==> config.mk <==
export PLATFORM = sky130hd
export DESIGN_NAME = nand_ecc_gen
export DESIGN_NICKNAME = d
export VERILOG_FILES = /design/src/rtl/nand_ecc_pkg.sv /design/src/rtl/ecc_col_unit.sv /design/src/rtl/ecc_chunk_accum.sv /design/src/rtl/ecc_code_emit.sv /design/src/rtl/nand_ecc_gen.sv
export SDC_FILE = /design/constraint.sdc
export NUM_CORES = 1
export LEC_CHECK = 0
export BUFFER_PORTS_ARGS = -buffer_cell sky130_fd_sc_hd__clkbuf_2
export CAP_MARGIN = 5
export CORE_MARGIN = 4
export CORE_UTILIZATION = 60
export CTS_CLUSTER_DIAMETER = 80
export CTS_CLUSTER_SIZE = 8
export DETAILED_ROUTE_END_ITERATION = 10
export PLACE_DENSITY_LB_ADDON = 0.2
export SKIP_CTS_REPAIR_TIMING = 1
export SLEW_MARGIN = 20
export SYNTH_ARGS = -nofsm -noshare
export SYNTH_HDL_FRONTEND = slang
export SYNTH_SLANG_ARGS = --single-unit
export TNS_END_PERCENT = 1
==> constraint.sdc <==
create_clock -name clk_i -period 3.13 [get_ports clk_i]
set_input_delay 0.313 -clock clk_i [delete_from_list [all_inputs] [get_ports clk_i]]
set_output_delay 0.313 -clock clk_i [all_outputs]
set_load 0.05 [all_outputs]
==> src/rtl/nand_ecc_pkg.sv <==
package nand_ecc_pkg;
  localparam int BYTE_W     = 8;
  localparam int BIT_IDX_W  = 3;
  localparam int COL_W      = 2 * BIT_IDX_W;
  localparam int CODE_BYTES = 3;
  localparam int CODE_W     = CODE_BYTES * BYTE_W;

  // bits whose index has bit k set
  function automatic logic [BYTE_W-1:0] odd_mask(input int k);
    logic [BYTE_W-1:0] m;
    for (int b = 0; b < BYTE_W; b++) m[b] = ((b >> k) & 1) != 0;
    return m;
  endfunction

  function automatic logic [CODE_W-1:0] store_code(input logic [CODE_W-3:0] raw);
    return ~{raw, 2'b00};
  endfunction
endpackage

==> src/rtl/ecc_col_unit.sv <==
module ecc_col_unit
  import nand_ecc_pkg::*;
(
  input  logic [BYTE_W-1:0] data_i,
  output logic [COL_W-1:0]  col_o,
  output logic              par_o
);
  for (genvar k = 0; k < BIT_IDX_W; k++) begin : g_grp
    localparam logic [BYTE_W-1:0] OddM = odd_mask(k);
    assign col_o[2*k]   = ^(data_i & ~OddM);
    assign col_o[2*k+1] = ^(data_i & OddM);
  end
  assign par_o = ^data_i;
endmodule

==> src/rtl/ecc_chunk_accum.sv <==
module ecc_chunk_accum
  import nand_ecc_pkg::*;
#(
  parameter int CHUNK_BYTES = 256,
  parameter int IDX_W       = 4,
  localparam int AddrW      = $clog2(CHUNK_BYTES),
  localparam int LineW      = 2 * AddrW,
  localparam int RawW       = COL_W + LineW
) (
  input  logic              clk_i,
  input  logic              rst_ni,
  input  logic              clr_i,
  input  logic              valid_i,
  input  logic [BYTE_W-1:0] data_i,
  output logic              done_o,
  output logic [IDX_W-1:0]  chunk_idx_o,
  output logic [RawW-1:0]   raw_o,
  output logic              load_o,
  output logic [RawW-1:0]   final_o
);
  logic             take, last;
  logic [AddrW-1:0] off_q;
  logic [COL_W-1:0] col_q, col_c, col_nxt;
  logic [LineW-1:0] line_q, line_nxt;
  logic             par_c;
  logic [IDX_W-1:0] cnt_q;

  ecc_col_unit u_col (.data_i(data_i), .col_o(col_c), .par_o(par_c));

  assign take    = valid_i & ~clr_i;
  assign last    = &off_q;
  assign col_nxt = col_q ^ ({COL_W{take}} & col_c);

  for (genvar a = 0; a < AddrW; a++) begin : g_line
    assign line_nxt[2*a]   = line_q[2*a]   ^ (take & ~off_q[a] & par_c);
    assign line_nxt[2*a+1] = line_q[2*a+1] ^ (take &  off_q[a] & par_c);
  end

  assign final_o = {line_nxt, col_nxt};
  assign load_o  = take & last;

  always_ff @(posedge clk_i or negedge rst_ni) begin
    if (!rst_ni) begin
      off_q       <= '0;
      col_q       <= '0;
      line_q      <= '0;
      cnt_q       <= '0;
      chunk_idx_o <= '0;
      raw_o       <= '0;
      done_o      <= 1'b0;
    end else if (clr_i) begin
      off_q       <= '0;
      col_q       <= '0;
      line_q      <= '0;
      cnt_q       <= '0;
      chunk_idx_o <= '0;
      done_o      <= 1'b0;
    end else begin
      done_o <= take & last;
      if (take) begin
        off_q <= off_q + 1'b1;
        if (last) begin
          col_q       <= '0;
          line_q      <= '0;
          raw_o       <= final_o;
          chunk_idx_o <= cnt_q;
          cnt_q       <= cnt_q + 1'b1;
        end else begin
          col_q  <= col_nxt;
          line_q <= line_nxt;
        end
      end
    end
  end

  // single-cycle completion strobe
  p_done_pulse_r4: assert property (@(posedge clk_i) disable iff (!rst_ni)
    done_o |=> !done_o);
  // completion only follows an absorbed byte
  p_done_src_r1: assert property (@(posedge clk_i) disable iff (!rst_ni)
    done_o |-> $past(valid_i && !clr_i));
  // clear restarts the chunk count
  p_clr_r8: assert property (@(posedge clk_i) disable iff (!rst_ni)
    clr_i |=> (!done_o && chunk_idx_o == '0));
endmodule

==> src/rtl/ecc_code_emit.sv <==
module ecc_code_emit
  import nand_ecc_pkg::*;
(
  input  logic              clk_i,
  input  logic              rst_ni,
  input  logic              clr_i,
  input  logic              load_i,
  input  logic [CODE_W-1:0] code_i,
  output logic              valid_o,
  output logic [BYTE_W-1:0] byte_o
);
  localparam int CntW = $clog2(CODE_BYTES + 1);

  logic [CODE_W-1:0] sr_q;
  logic [CntW-1:0]   cnt_q;

  always_ff @(posedge clk_i or negedge rst_ni) begin
    if (!rst_ni) begin
      sr_q  <= '0;
      cnt_q <= '0;
    end else if (clr_i) begin
      cnt_q <= '0;
    end else if (load_i) begin
      sr_q  <= code_i;
      cnt_q <= CntW'(CODE_BYTES);
    end else if (cnt_q != '0) begin
      sr_q  <= sr_q << BYTE_W;
      cnt_q <= cnt_q - 1'b1;
    end
  end

  assign valid_o = cnt_q != '0;
  assign byte_o  = sr_q[CODE_W-1 -: BYTE_W];

  // an uninterrupted burst lasts three cycles
  p_burst_len_r6: assert property (@(posedge clk_i) disable iff (!rst_ni)
    ($fell(valid_o) && !$past(clr_i)) |-> ($past(valid_o, 3) && !$past(valid_o, 4)));
endmodule

==> src/rtl/nand_ecc_gen.sv <==
module nand_ecc_gen
  import nand_ecc_pkg::*;
#(
  parameter int CHUNK_BYTES = 256,
  parameter int IDX_W       = 4,
  localparam int AddrW      = $clog2(CHUNK_BYTES),
  localparam int RawW       = COL_W + 2 * AddrW
) (
  input  logic             clk_i,
  input  logic             rst_ni,
  input  logic             clr_i,
  input  logic             valid_i,
  input  logic [7:0]       data_i,
  output logic             done_o,
  output logic [IDX_W-1:0] chunk_idx_o,
  output logic [RawW-1:0]  raw_par_o,
  output logic             ecc_valid_o,
  output logic [7:0]       ecc_byte_o
);
  logic            load;
  logic [RawW-1:0] final_raw;
  logic [CODE_W-1:0] code;

  ecc_chunk_accum #(.CHUNK_BYTES(CHUNK_BYTES), .IDX_W(IDX_W)) u_acc (
    .clk_i, .rst_ni, .clr_i, .valid_i, .data_i,
    .done_o, .chunk_idx_o, .raw_o(raw_par_o),
    .load_o(load), .final_o(final_raw)
  );

  assign code = store_code((CODE_W-2)'(final_raw));

  ecc_code_emit u_emit (
    .clk_i, .rst_ni, .clr_i, .load_i(load), .code_i(code),
    .valid_o(ecc_valid_o), .byte_o(ecc_byte_o)
  );

  logic [CODE_W-1:0] held_code;
  assign held_code = store_code((CODE_W-2)'(raw_par_o));

  // first emitted byte matches the high byte of the held raw word's code
  p_first_byte_r6: assert property (@(posedge clk_i) disable iff (!rst_ni)
    done_o |-> (ecc_valid_o && ecc_byte_o == held_code[CODE_W-1 -: 8]));
endmodule

==> metrics.yaml <==
placed_design:
  gp_congestion: 0.8880
  dp_hpwl_um: 6088
  portBuffers: 47
logic_synthesis:
  synth_top_area_cell: "dfrtp_1"
  synth_fp_nets: 410
  synth_top_area_share_pct: 53.45
  synthTopCellsByArea: "dfrtp_1, xnor2_1, nor2_1"
  synth_edf_count: 0
  synthArstFlopShare_pct: 100.0
  yosysUniqueCellTypes: 36
  ys_seq_elements: 86
  synth_common_cells: "dfrtp_1, nor2_1, xnor2_1"
  synth_top_flop_cell: "dfrtp_1"
  syn_inst: 395
  yosys_warnings: 0
  synth.most_common_cell: "dfrtp_1"
  synth_area_mm2: 0.004026
  seq_area_frac_synth_pct: 53.45
  avgSynthCellArea_um2: 10.19
power:
  p_leak_nw: 2.114
  peakVddDrop_mv: 0.3406
  power_mw: 2.909
  power_density_mw_per_mm2: 646.8
floorplan:
  rows: 29
  die_x_um: 89.92
  fp.dieH_um: 89.92
  dieArea_mm2: 0.008086
  pin_count: 48
  start_util_pct: 62.69
  core_area_mm2: 0.006422
global_route:
  globalRouteOverflowTotal: 0
  grt_pass1_vias: 3101
  grt_pass1_wl_um: 15220
  grt.total_usage_pct: 23.45
  grt_max_degree: 87
  antenna_found_initial: 0
timing:
  hold_violations: 6
  max-slew-margin-rel_pct: 48.13
  timing.final.crit_share_pct: 78.92
  whs_ns: -0.01689
  clock-skew-final_ns: 0.005865
  rsz0062_at_grt: "no"
  tns_ns: 0
  fin_crit_ns: 2.470
  worst_pin_slew_ns: 0.7781
  fmaxAchievable_mhz: 404.8
  report.final.slew_viol_count: 0
  setup-violations-final: 0
worst_setup_path:
  reg2reg_from: "u_acc.off_q[3]$_DFFE_PN0P_"
  path_max_fanout: 26
  cp_common_cell: "a21o_1"
  slowest_delay_ns: 0.51
  rr_worst_depth: 6
  startpoint_type: "register"
  required_ns: 3.39
  worstReg2RegEnd: "u_emit.sr_q[21]$_DFFE_PN0P_"
  worstSetupEndpointType: "register"
  reg2reg_slack_ns: 0.66
  cp_slowest_cell: "a21o_1"
  critical_path_class: "register to register"
  crit_start: "u_acc.off_q[3]$_DFFE_PN0P_"
  crit_chain: "and4_1 -> nand3_2 -> or2_1 -> a21o_1 -> a22o_1 -> a21o_1"
  endpoint: "u_emit.sr_q[21]$_DFFE_PN0P_"
  arrival_ns: 2.73
detailed_routing:
  drt-initial-drc-count: 282
  drtPass1Iterations: 5
  vias_per_cell: 5.957
  ant_nets: 0
  route.detailed.drc: 0
  wl_per_cell_um: 17.40
  wl_um: 8911
  vias: 3050
layout:
  area_growth_pct: 11.72
  antenna_cells: 0
  fill_cells: 476
  drive_above_1_share_pct: 19.77
  final_nets: 446
cts:
  cts_buffers: 9
  clk_latency_ns: 0.36
  cts_sinks: 86
  clk_root_buffer_cell: "clkbuf_8"
  ctsHtreeMaxLevel: 3
  cts_tree: "yes"
  cts.clk_slew.worst_paths_ns: 0.08
  clockBufferDepth: 2
outcome:
  violations: "negative hold slack"
  status: "finished, violations left"
run:
  maxCapViolCount: 0
worst_hold_path:
  hold_path.class: "input port to async pin"
[power by group]
group / total [mW] / switching, mW / internal [mW] / leakage (nW)
logic: 0.743 / 0.527 / 0.215 / 0.849
registers: 1.30 / 0.0775 / 1.23 / 1.16
clock network: 0.863 / 0.395 / 0.468 / 0.105
total: 2.91 / 1.00 / 1.91 / 2.11
[layer usage]
metal | track usage (%) | part of all wire (%)
met5 | 0 | 0
met2 | 37.47 | 49
met3 | 4.174 | 5.9
met1 | 31.86 | 43
met4 | 9.821 | 2.2
[layout by cell type (no fill, tap or decap), drive strengths merged, types with 8 or more instances in the layout]
master / count
a211oi: 8
mux2: 11
nor3: 11
a21oi: 27
dfrtp: 86
buf: 11
a22o: 15
nand2: 32
clkbuf: 56
nand3: 11
o21ai: 22
xor2: 13
xnor2: 33
inv: 10
nor2: 47
[sequential cells by signal, indices dropped and copies added (netlist names)]
name	count
u_emit.sr_q	23
u_acc.raw_o	22
u_acc.cnt_q	4
u_acc.col_q	6
u_acc.done_o	1
u_acc.chunk_idx_o	4
u_acc.off_q	8
u_emit.cnt_q	2
u_acc.line_q	16
[worst min path at each step]
stage,start,end,cells past startpoint
final,rst_ni,u_acc.raw_o[4]$_DFFE_PN0P_,1
after global placement,u_emit.sr_q[1]$_DFFE_PN0P_,u_emit.sr_q[1]$_DFFE_PN0P_,2
after floorplan,rst_ni,u_acc.chunk_idx_o[0]$_DFFE_PN0P_,0
after detailed placement,u_emit.sr_q[1]$_DFFE_PN0P_,u_emit.sr_q[1]$_DFFE_PN0P_,2
after global routing,rst_ni,u_acc.raw_o[5]$_DFFE_PN0P_,1
after CTS,rst_ni,u_acc.raw_o[4]$_DFFE_PN0P_,1
[through the flow]
step	worst slack (ns)	hold WS, ns	area (um^2)	util (%)	std cells
final	0.6599	-0.01689	4498	70.04	512
after global routing	0.4747	0.06260	4498	70.04	512
after CTS	0.6710	0.1747	4494	69.98	512
after detailed placement	0.7080	0.4607	4273	66.53	497
after global placement	0.7897	0.4541	4273	66.53	497
after floorplan	1.154	0.01741	4026	-	395
[final cells by class]
type                       count  area, um^2  area share (%)
sequential                    86        2152           47.84
clock buffer                  10       137.6           3.060
timing repair buffer          57       316.6           7.038
clock inverter                 5       83.83           1.864
inverter                      10       37.54          0.8345
multi-input combinational    267        1674           37.22
tap                           77       96.34           2.142
[cell families (layout without fill, tap and decap cells)]
kind of cell    count (synthesis)  count (layout)  share of synthesized area [%]
compound gates                 92              92                          14.67
fa+ha+maj                       3               3                         0.9324
mux                            12              12                          3.325
flops                          86              86                          53.45
xor+xnor                       46              46                          10.01
buf+inv                        42              82                          5.127
simple gates                  114             114                          12.49
[critical path: cells and delay by family (launching register included)]
family | cells | cell delay [ns]
AOI/OAI and AO/OA | 3 | 1.00
and+or+nand+nor | 3 | 0.87
DFF | 1 | 0.49
Power figures use the tool's default switching activity.
